==> config.mk <==
export PLATFORM = sky130hd
export DESIGN_NAME = pin_irq_unit
export DESIGN_NICKNAME = d
export VERILOG_FILES = /design/src/rtl/pin_irq_pkg.sv /design/src/rtl/pin_sync.sv /design/src/rtl/pin_irq_cfg.sv /design/src/rtl/pin_irq_chan.sv /design/src/rtl/pin_irq_unit.sv
export SDC_FILE = /design/constraint.sdc
export NUM_CORES = 1
export LEC_CHECK = 0
export BUFFER_PORTS_ARGS = -buffer_cell sky130_fd_sc_hd__buf_2
export CORE_UTILIZATION = 40
export DETAILED_ROUTE_END_ITERATION = 8
export HOLD_SLACK_MARGIN = 0.08
export SYNTH_ARGS = -nofsm -noshare
export SYNTH_HDL_FRONTEND = slang
export SYNTH_HIERARCHICAL = 1
export SYNTH_SLANG_ARGS = --single-unit
==> constraint.sdc <==
create_clock -name clk -period 2.2 [get_ports clk]
set_input_delay 0.33 -clock clk [delete_from_list [all_inputs] [get_ports clk]]
set_output_delay 0.33 -clock clk [all_outputs]
set_load 0.02 [all_outputs]
==> src/rtl/pin_irq_pkg.sv <==
package pin_irq_pkg;

    // Trigger code layout within one channel slice
    localparam int MODE_W  = 3;
    localparam int SLICE_W = MODE_W + 1;

    localparam logic [MODE_W-1:0] TRIG_LOW  = 3'd0;
    localparam logic [MODE_W-1:0] TRIG_HIGH = 3'd1;
    localparam logic [MODE_W-1:0] TRIG_RISE = 3'd2;
    localparam logic [MODE_W-1:0] TRIG_FALL = 3'd4;
    localparam logic [MODE_W-1:0] TRIG_BOTH = 3'd6;

    typedef enum logic [1:0] {
        CLS_OFF,
        CLS_LEVEL,
        CLS_EDGE
    } trig_class_e;

    typedef enum logic [1:0] {
        CH_OFF,
        CH_LEVEL,
        CH_ARMED,
        CH_PEND
    } ch_state_e;

endpackage

==> src/rtl/pin_sync.sv <==
module pin_sync #(
    parameter int WIDTH  = 4,
    parameter int STAGES = 2
) (
    input  logic             clk,
    input  logic             rst_n,
    input  logic [WIDTH-1:0] d_async,
    output logic [WIDTH-1:0] q_sync
);

    logic [STAGES-1:0] chain [WIDTH];

    for (genvar b = 0; b < WIDTH; b++) begin : g_bit
        always_ff @(posedge clk or negedge rst_n) begin
            if (!rst_n) begin
                chain[b] <= '0;
            end else begin
                chain[b] <= {chain[b][STAGES-2:0], d_async[b]};
            end
        end
        assign q_sync[b] = chain[b][STAGES-1];
    end

endmodule

==> src/rtl/pin_irq_cfg.sv <==
module pin_irq_cfg #(
    parameter int WIDTH = 18
) (
    input  logic             clk,
    input  logic             rst_n,
    input  logic             we,
    input  logic [WIDTH-1:0] wdata,
    output logic [WIDTH-1:0] q
);

    always_ff @(posedge clk or negedge rst_n) begin
        if (!rst_n) begin
            q <= '0;
        end else if (we) begin
            q <= wdata;
        end
    end


    cfg_hold_chk: assert property (@(posedge clk) disable iff (!rst_n)
        !we |=> $stable(q));

endmodule

==> src/rtl/pin_irq_chan.sv <==
module pin_irq_chan
    import pin_irq_pkg::*;
(
    input  logic              clk,
    input  logic              rst_n,
    input  logic              enable,
    input  logic [MODE_W-1:0] mode,
    input  logic              pin_s,
    input  logic              clr,
    output logic              irq
);

    ch_state_e   st_q;
    ch_state_e   st_d;
    trig_class_e cls;
    logic        prev_q;
    logic        hit;
    logic        lvl_match;

    // Previous synchronised level, for edge detection
    always_ff @(posedge clk or negedge rst_n) begin
        if (!rst_n) begin
            prev_q <= 1'b0;
        end else begin
            prev_q <= pin_s;
        end
    end

    // Classify the selected trigger code
    always_comb begin
        cls = CLS_OFF;
        if (enable) begin
            case (mode)
                TRIG_LOW, TRIG_HIGH:            cls = CLS_LEVEL;
                TRIG_RISE, TRIG_FALL, TRIG_BOTH: cls = CLS_EDGE;
                default:                        cls = CLS_OFF;
            endcase
        end
    end

    always_comb begin
        case (mode)
            TRIG_RISE: hit = pin_s & ~prev_q;
            TRIG_FALL: hit = ~pin_s & prev_q;
            TRIG_BOTH: hit = pin_s ^ prev_q;
            default:   hit = 1'b0;
        endcase
    end

    assign lvl_match = (mode == TRIG_HIGH) ? pin_s : ~pin_s;

    // Next-state logic
    always_comb begin
        st_d = st_q;
        unique case (cls)
            CLS_OFF:   st_d = CH_OFF;
            CLS_LEVEL: st_d = CH_LEVEL;
            CLS_EDGE: begin
                unique case (st_q)
                    CH_OFF, CH_LEVEL, CH_ARMED: st_d = hit ? CH_PEND : CH_ARMED;
                    CH_PEND:                    st_d = (clr && !hit) ? CH_ARMED : CH_PEND;
                endcase
            end
            default:   st_d = CH_OFF;
        endcase
    end

    // State register
    always_ff @(posedge clk or negedge rst_n) begin
        if (!rst_n) begin
            st_q <= CH_OFF;
        end else begin
            st_q <= st_d;
        end
    end

    // Output decode
    always_comb begin
        irq = 1'b0;
        unique case (st_q)
            CH_OFF:   irq = 1'b0;
            CH_LEVEL: irq = (cls == CLS_LEVEL) && lvl_match;
            CH_ARMED: irq = 1'b0;
            CH_PEND:  irq = (cls == CLS_EDGE);
        endcase
    end


    clear_drop_chk: assert property (@(posedge clk) disable iff (!rst_n)
        (st_q == CH_PEND && cls == CLS_EDGE && clr && !hit) |=> (st_q == CH_ARMED));


    clear_collide_chk: assert property (@(posedge clk) disable iff (!rst_n)
        (st_q == CH_PEND && cls == CLS_EDGE && clr && hit) |=> (st_q == CH_PEND));


    pend_sticky_chk: assert property (@(posedge clk) disable iff (!rst_n)
        (st_q == CH_PEND && cls == CLS_EDGE && !clr) |=> (st_q == CH_PEND));


    bad_code_chk: assert property (@(posedge clk) disable iff (!rst_n)
        (cls == CLS_OFF) |=> (st_q == CH_OFF));

endmodule

==> src/rtl/pin_irq_unit.sv <==
module pin_irq_unit
    import pin_irq_pkg::*;
#(
    parameter int NUM_CH      = 4,
    parameter int NUM_TIMERS  = 2,
    parameter int SYNC_STAGES = 2
) (
    input  logic                                 clk,
    input  logic                                 rst_n,
    input  logic                                 cfg_we,
    input  logic [NUM_CH*SLICE_W+NUM_TIMERS-1:0] cfg_wdata,
    input  logic                                 clr_we,
    input  logic [NUM_CH-1:0]                    clr_mask,
    input  logic [NUM_CH-1:0]                    pin_in,
    output logic [NUM_CH*SLICE_W+NUM_TIMERS-1:0] cfg_q,
    output logic [NUM_CH-1:0]                    irq_req
);

    localparam int CFG_W = NUM_CH * SLICE_W + NUM_TIMERS;

    logic [NUM_CH-1:0] pin_s;
    logic [NUM_CH-1:0] en_vec;

    pin_irq_cfg #(.WIDTH(CFG_W)) u_cfg (
        .clk   (clk),
        .rst_n (rst_n),
        .we    (cfg_we),
        .wdata (cfg_wdata),
        .q     (cfg_q)
    );

    pin_sync #(.WIDTH(NUM_CH), .STAGES(SYNC_STAGES)) u_sync (
        .clk     (clk),
        .rst_n   (rst_n),
        .d_async (pin_in),
        .q_sync  (pin_s)
    );

    for (genvar c = 0; c < NUM_CH; c++) begin : g_ch
        assign en_vec[c] = cfg_q[c*SLICE_W + MODE_W];

        pin_irq_chan u_chan (
            .clk    (clk),
            .rst_n  (rst_n),
            .enable (en_vec[c]),
            .mode   (cfg_q[c*SLICE_W +: MODE_W]),
            .pin_s  (pin_s[c]),
            .clr    (clr_we && clr_mask[c]),
            .irq    (irq_req[c])
        );
    end


    off_quiet_chk: assert property (@(posedge clk) disable iff (!rst_n)
        (irq_req & ~en_vec) == '0);

endmodule

Yosys cells after proc, flatten, opt, wreduce, memory -nomap -nowiden

Cells that the tools add are included.
Widths: inputs -> output; s select.

Word-level logic and storage cells: 145
Flip-flop bits (word level): 38

Bitwise logic cells: 20
Eq/ne operators: 36
Mux-type cells: 36
Reduce and logical (&&, ||, !) cells: 40

Operator list:

| kind               | count |
|---|---|
| $pmux 2 s2         | 12 |
| $eq 2x2->1 const B | 12 |
| $eq 3x3->1 const B | 8 |
| $pmux 1 s3         | 8 |
| $reduce_or 3->1    | 8 |
| $eq 2x1->1 const B | 8 |
| $reduce_or 2->1    | 8 |
| $eq 3x1->1 const B | 4 |
| $eq 3x2->1 const B | 4 |
| $logic_and 1x1->1  | 12 |
| $logic_not 3->1    | 4 |
| $mux 1             | 12 |
| $and 1x1->1        | 8 |
| $logic_not 2->1    | 4 |
| $mux 2             | 4 |
| $not 1->1          | 8 |
| $logic_not 1->1    | 4 |
| $xor 1x1->1        | 4 |

Logic depth before layout (Yosys ltp)

Gate-level depths: netlist of the first run.

Depth in word-level cells: 8
Gate-level depth with buffers: 7
Mapped depth without buffers: 7

Modules after synthesis

The synthesis of the first run kept the hierarchy.

By module, submodules not included:

| module       | cells an instance | instances | area each (µm²) |
|---|---|---|---|
| pin_irq_chan | 28                | 4         | 255.2 |
| pin_irq_cfg  | 38                | 1         | 721.9 |
| pin_sync     | 12                | 1         | 230.2 |
| pin_irq_unit | 4                 | 1         | 25.0 |

Worst setup path after synthesis of the first run

OpenSTA, ideal clock, no wires.

Path kind: register to output
Start: register u_cfg.q[10]
End: output port irq_req[2]
Setup slack: 0.387 ns
Data required time: 1.870 ns
Arrival: 1.483 ns
Path buffers: 0
Stages on the path, launching flop included: 8
Path through: dfrtp_1 -> nor2_2 -> nand2_1 -> inv_1 -> ha_1 -> nand3b_1 -> a31o_1 -> o21ai_2

Longest elaborated chain between the ends: 7
Elaborated cells between the ends (all ways): 14

Ends and longest elaborated chain:

| element                                                   | RTL line           | text |
|---|---|---|
| from (decl)                                               | pin_irq_cfg.sv:8   | `output logic [WIDTH-1:0] q` |
| from (signal assigned)                                    | pin_irq_cfg.sv:15  | `q <= wdata;` |
| $eq 3x2->1, or another cell as far along                  | pin_irq_chan.sv:33 | `case (mode)` |
| $reduce_or 3->1 / $reduce_or 2->1 (equally long branches) | pin_irq_chan.sv:33 |  |
| $pmux 2 s2                                                | pin_irq_chan.sv:33 |  |
| $mux 2                                                    | pin_irq_chan.sv:32 | `if (enable) begin` |
| $eq 2x1->1                                                | pin_irq_chan.sv:82 | `CH_LEVEL: irq = (cls == CLS_LEVEL) && lvl_match;` |
| $logic_and 1x1->1                                         | pin_irq_chan.sv:82 |  |
| $pmux 1 s3 *                                              | pin_irq_chan.sv:80 | `unique case (st_q)` |
| to (decl)                                                 | pin_irq_unit.sv:16 | `output logic [NUM_CH-1:0] irq_req` |

Mark *: on every way between the ends. The rest lies on a longest branch, timed or not.

Final worst setup path of the first run

Start: register u_cfg.q[5]
End: output port irq_req[1]

Same word-level chain as after synthesis.

==> impl_results.md, run 1 <==
- Setup CP Type: reg -> out
- Commonest non-fill, non-tap cell in the layout: buf_2
- Commonest cells after routing, fill and taps aside: 49 x buf_2, 30 x dfrtp_1, 20 x inv_1, 20 x ha_1, 12 x nand3_1
- Core Area: 0.00475 sq mm
- Post-Syn Instances: ~170
- Synthesized area per cell: 12.0 sq um
- Vias per cell: 4.81
- CTS tree: done
- Reg clk slew, reported paths: roughly 0.070 ns
- Vias in the first global route: about 1300
- DP HPWL: 2480 um
- Clk_skew: around 0.0045 ns
- Global route overflow: 0
- Synth Register Bits: 38
- Die W: approximately 73 um
- Crit path capture type: output port
- Initial cell density of the core: around 42%
- Sequential area share after synthesis: a little under half
- Power, Total: 1570 uW
- Root buf cell: clkbuf_8
- H-tree levels: 2
- Comb pwr share: just under 20%
- Period utilisation layout: about 96%
- Clock Path Buffers: 2
- Port bufs: 51
- PwrDens: roughly 650 mW/mm^2
- Clk Latency, worst-skew pair: approximately 0.28 ns
- Setup TNS: 0 ns
- Area delta synth->final: 21.4%
- Max-cap violations: 0
- Share of cells above drive strength 1: around 44%
- NumNets Final: ~270
- Final core occ: between 50% and 60%
- Total Routing Usage GR: ~15%
- Rel. slew slack: 65.3%
- Wire per inst: 12.1 um
- Max Freq: 476 MHz
- Cells along the critical path: nor2_4 -> nand2_1 -> inv_1 -> ha_1 -> nand3b_1 -> a31o_1 -> o21ai_2 -> buf_4
- P_sw: 442 uW
- Cell area after layout: between 0.002 and 0.0025 sq mm
- Crit path required time: roughly 1.9 ns
- CP bufs+invs: 2
- Area after DPL: 0.00228 sq mm
- Die Area: around 0.0053 sq mm
- Maximum vdd drop: roughly 0.00039 V
- Slowest cell on crit path: dfrtp_2
- Slew Viols, Final: 0
- Cell row count: 25
- # DRC: 0
- Vias: ~1400
- CTS buffer count: 5
- Static leakage: 0.00119 uW
- Largest net degree at the start of global routing: 39
- Critical Path Max Stage Delay: 0.44 ns
- Setup violations, final: 0
- CP Launch Type: flop
- WL final: 3500 um
- Yosys warnings: 6
- Min-delay worst type: in -> async
- Clock power frac: between 20% and 30%
- Flop pwr share: a little over half
- Final hold vios: 0
- Distinct cells, synth: 21
- Net Sw Frac: between 20% and 30%
- P_int: approximately 1100 uW
- Synthesized area: approximately 0.0020 sq mm
- Router iterations before antenna repair: 4
- # diodes: 0
- Post-DRT Antenna Nets: 0
- Die H: around 73 um
- Top delay family on crit path: flip-flops
- Outcome: completed
- First-pass GRT wire length: 5870 um
- Syn nets: between 200 and 250
- Final period demand of the worst path: around 2.1 ns
- CTS hold repair buffers: 0
- Crit Path Max Fanout: 5
- IO Pins: 52
- Arrival time at the worst endpoint: ~1.8 ns
- Final hold slack: approximately 0.087 ns
- Clock sink count: 38
- DRT iter0 DRCs: 53
- Slew @ Worst Pin: between 0.5 and 0.6 ns
- Gp weighted congestion: between 0.7 and 0.8
- Antenna violations before repair: 0
## state kept, by name, summed over array words and instances (netlist names)
name	cells
g_ch.u_chan/prev_q	4
g_ch.u_chan/st_q	8
u_cfg/q	18
u_sync/chain	4
u_sync/q_sync	4
## path summary, 6_finish.rpt
path	from	to	slack, ns	cells past startpoint
max	u_cfg/q[5]	irq_req[1]	0.1	8
min	rst_n	u_cfg/q[12]	0.09	2
max reg2reg	u_cfg/q[10]	g_ch[2].u_chan/st_q[0]	0.78	6
min reg2reg	u_sync/chain[0]	u_sync/q_sync[3]	0.35	0
max in group asynchronous	rst_n	u_cfg/q[2]	1.74	2
min in group clk	pin_in[2]	u_sync/chain[2]	0.16	1
## cell usage after synthesis
cell type	instances	area share [%]
dfrtp_1	38	48
ha_1	20	13
inv_1	20	3.8
nand3_1	12	3.0
mux2_4	10	7.5
a21oi_1	8	2.0
mux2_2	8	4.5
a31o_1	4	1.8
a41oi_1	4	1.8
and2_1	4	1.3
buf_4	4	1.5
nand2_1	4	0.75
nand3b_1	4	1.5
nor2_1	4	0.75
nor2_2	4	1.3
nor3b_2	4	2.5
o21a_1	4	1.5
o21ai_2	4	1.8
o22ai_1	4	1.3
buf_12	1	1.0
buf_6	1	0.56
## layer usage
metal / GRT usage (%) / part of all wire, %
met4: 5.23 / 0.66
met2: 22.4 / 44
met1: 19.9 / 49
met3: 3.87 / 5.7
met5: 0 / 0
## metrics by stage
stage	cells	worst slack, ns
final	290	0.0971
after global routing	290	-0.0403
after CTS	286	0.0202
after detailed placement	279	0.319
after global placement	279	0.336
after floorplan	166	0.387
## layout make-up
class / instances / area (sq um)
clock buffers: 7 / 76.3
fillers: 463 / 2330
flip-flops and latches: 38 / 961
well taps: 67 / 83.8
repair buffers: 56 / 298
inverters: 20 / 75.1
multi-input cells: 102 / 931
## power by group through the flow
stage	Clock, uW	Sequential [uW]	Combinational (uW)
finish	437	820	311
global route	482	830	349
CTS	459	814	300
detailed placement	0	826	297
global placement	0	824	296
floorplan	0	856	167
## kinds of logic after synthesis
group | count (synthesis) | synth area share, %
compound gates | 28 | 10.0
fa+ha+maj | 20 | 12.5
buf+inv | 26 | 6.83
mux | 18 | 12.0
simple gates | 36 | 11.0
flops | 38 | 47.6
## what timing repair did
item / in CTS / in global routing
pin swaps: 0 / 2
setup endpoints to repair: 1 / 4
resized for setup: 1 / 13
buffers inserted: 0 / 4
Note: power is estimated with default switching activity, not from simulation.
==> inputs of run 2 (changes only) <==
--- a/config.mk
+++ b/config.mk
@@ -6,9 +6,12 @@
 export NUM_CORES = 1
 export LEC_CHECK = 0
 export BUFFER_PORTS_ARGS = -buffer_cell sky130_fd_sc_hd__buf_2
-export CORE_UTILIZATION = 40
+export CELL_PAD_IN_SITES_DETAIL_PLACEMENT = 1
+export CELL_PAD_IN_SITES_GLOBAL_PLACEMENT = 1
+export CORE_UTILIZATION = 37
 export DETAILED_ROUTE_END_ITERATION = 8
 export HOLD_SLACK_MARGIN = 0.08
+export PLACE_DENSITY_LB_ADDON = 0.1
 export SYNTH_ARGS = -nofsm -noshare
 export SYNTH_HDL_FRONTEND = slang
 export SYNTH_HIERARCHICAL = 1
==> constraint.sdc (replaced) <==
create_clock -name clk -period 1.8 [get_ports clk]
set_input_delay 0.27 -clock clk [delete_from_list [all_inputs] [get_ports clk]]
set_output_delay 0.27 -clock clk [all_outputs]
set_load 0.02 [all_outputs]
==> run 2 against run 1 <==
The run now ends with negative setup slack left. Clock power grew 42%. Total power grew 34%. Cell area grew 11%. Die area grew 7.9%. Global-route usage grew 4.0 points. Clock-buffer cell count shrank 1. Final cell count grew 8.6%. Setup slack lost 0.31 ns. Non-clock buffer count grew 21. Via count grew 8.5%. Critical path type unchanged.
==> impl_results.md, run 2 (synthesis results as in run 1) <==
- Outcome: complete, but fails checks
- Failing checks: negative setup slack
- NumNets Final: 294 (+7.7%)
- Min-delay worst type: in -> reg
- Area delta synth->final: 34.3%
- Period utilisation layout: 112%
- Clock sink count: 38 (unchanged)
- Top delay family on crit path: flip-flops
- Largest register FFs: 18 (unchanged)
- # diodes: 0 (unchanged)
- Final hold vios: 0 (unchanged)
- Die H: 75.5 um (+3.9%)
- Critical path depth: 8 (unchanged)
- Critical Path Max Stage Delay: 0.41 ns (-0.03 ns)
- WL final: 4780 um (+36%)
- Wire per inst: 15.2 um (+26%)
- Crit Path Max Fanout: 4 (-1)
- Global route overflow: 0 (unchanged)
- Die W: 75.5 um (+3.9%)
- Initial cell density of the core: 38.9% (-3.2 points)
- Hold Path Depth: 1
- DP HPWL: 3380 um (+37%)
- Net Sw Frac: 30.0% (+1.8 points)
- RSZ-0062 raised after global routing: yes
- Largest net degree at the start of global routing: 39 (unchanged)
- Total Routing Usage GR: 18.6% (+4.0 points)
- Commonest non-fill, non-tap cell in the layout: buf_2
- Vias: 1512 (+8.5%)
- R2R depth: 8 (+2)
- Slew Viols, Final: 0 (unchanged)
- CTS tree: done
- Static leakage: 0.00131 uW (+9.8%)
- Router iterations before antenna repair: 3 (-1)
- Die Area: 0.00570 sq mm (+7.9%)
- Post-DRT Antenna Nets: 0 (unchanged)
- Setup violations, final: 4 (+4)
- Clk_skew: 0.00816 ns (+0.00368 ns)
- Fillers: 592 (+28%)
- P_sw: 630 uW (+42%)
- Rel. slew slack: 62.6% (-2.7 points)
- Share of cells above drive strength 1: 50.6% (+6.2 points)
- Biggest register: u_cfg/q
- Comb pwr share: 23.3% (+3.4 points)
- Flop pwr share: 47.2% (-5.1 points)
- Cell area after layout: 0.00268 sq mm (+11%)
- Port bufs: 51 (unchanged)
- Arrival time at the worst endpoint: 1.74 ns (-0.03 ns)
- Core Area: 0.00514 sq mm (+8.1%)
- Maximum vdd drop: 0.000493 V (+28%)
- Vias per cell: 4.80 (-0.14%)
- Cell row count: 26 (+4.0%)
- CTS buffer count: 5 (unchanged)
- Commonest cells after routing, fill and taps aside: 47 x buf_2, 38 x dfrtp_1, 22 x buf_4
- H-tree levels: 2 (unchanged)
- Root buf cell: clkbuf_8
- Final worst slack: -0.211 ns (-0.308 ns)
- Post-Layout Cell Count: 315 (+8.6%)
- CP bufs+invs: 2 (unchanged)
- Slowest cell on crit path: dfrtp_1
- Final period demand of the worst path: approximately 2 ns
- Setup CP Type: reg -> out
- Area after DPL: 0.00236 sq mm (+3.5%)
- IO Pins: 52 (unchanged)
- CP Launch Type: flop
- Slew @ Worst Pin: 0.561 ns (+0.0401 ns)
- # DRC: 0 (unchanged)
- Clock Path Buffers: 2 (unchanged)
- Cells along the critical path: nor2_4 -> nor3b_2 -> inv_1 -> ha_2 -> nand3b_1 -> a31o_1 -> o21ai_2 -> buf_6
- Antenna violations before repair: 0 (unchanged)
- Max Freq: a little under 500 MHz
- Crit path required time: 1.53 ns (-0.34 ns)
- Gp weighted congestion: 0.780 (+0.61%)
- Max-cap violations: 0 (unchanged)
- First-pass GRT wire length: 7740 um (+32%)
- P_int: 1470 uW (+31%)
- Clock power frac: 29.5% (+1.6 points)
- Largest regs: u_cfg/q (18), g_ch.u_chan/st_q (8)
- Reg clk slew, reported paths: 0.08 ns (about the same)
- Placed cell count: 292 (+4.7%)
- Clk Latency, worst-skew pair: 0.29 ns (about the same)
- Vias in the first global route: 1642 (+24%)
- DRT iter0 DRCs: 41 (-23%)
- Crit path capture type: output port
- PwrDens: 783 mW/mm^2 (+21%)
==> run 2: changes by cell type in the layout (fill, tap and decap cells not counted), sizes merged <==
cell / before / now
dlygate4sd3: 0 / 4
buf: 56 / 73
clkinvlp: 0 / 1
clkinv: 0 / 1
clkbuf: 7 / 6
==> run 2: power groups by stage <==
stage | Sequential, uW | Combinational, uW | Clock, uW
after global routing | 1000 | 539 | 666
after detailed placement | 997 | 429 | 0
final | 992 | 489 | 619
after global placement | 991 | 406 | 0
after CTS | 992 | 487 | 641
after floorplan | 1050 | 204 | 0
==> run 2: worst paths after layout <==
check	start	end	slack, ns
worst min-delay path	pin_in[1]	u_sync/chain[4]	0.09
worst min register to register	u_sync/chain[2]	u_sync/q_sync[2]	0.35
min in group asynchronous	rst_n	u_cfg/q[14]	0.55
worst max register to register	u_cfg/q[6]	g_ch[1].u_chan/st_q[0]	0.16
worst max-delay path	u_cfg/q[1]	irq_req[0]	-0.21
max in group asynchronous	rst_n	g_ch[1].u_chan/st_q[1]	0.89
==> run 2: layer usage <==
layer / GRT usage, % / part of all wire, %
met2: 33.3 / 52
met1: 21.7 / 42
met4: 7.20 / 1.7
met5: 0 / 0
met3: 3.97 / 3.6
==> run 2: final cells by class <==
type	instances	area (sq um)	area share (%)
clock buffer	6	82.6	3.08
clock inverter	2	12.5	0.466
sequential	38	951	35.4
inverter	20	75.1	2.80
timing repair buffer	77	485	18.1
multi-input combinational	102	988	36.8
tap	70	87.6	3.26
==> run 2: repair_timing <==
item,CTS,global route
resized for setup,28,1
buffers inserted,11,0
hold buffers,3,1
endpoints found under the hold margin,40,1
endpoints found under the setup margin,4,4
pin swaps,13,5
==> run 2: stage by stage <==
step                power, uW  hold WS, ns  utilization, %  TNS (ns)  setup slack, ns
detailed placement       1430        0.337            46.0   -0.0221          -0.0221
global placement         1400        0.336            46.0         0           0.0519
global route             2210       0.0826            52.2     -1.13           -0.336
floorplan                1250      -0.0256               -         0           0.0469
finish                   2100       0.0921            52.2    -0.703           -0.211
CTS                      2120       0.0811            51.9    -0.747           -0.204
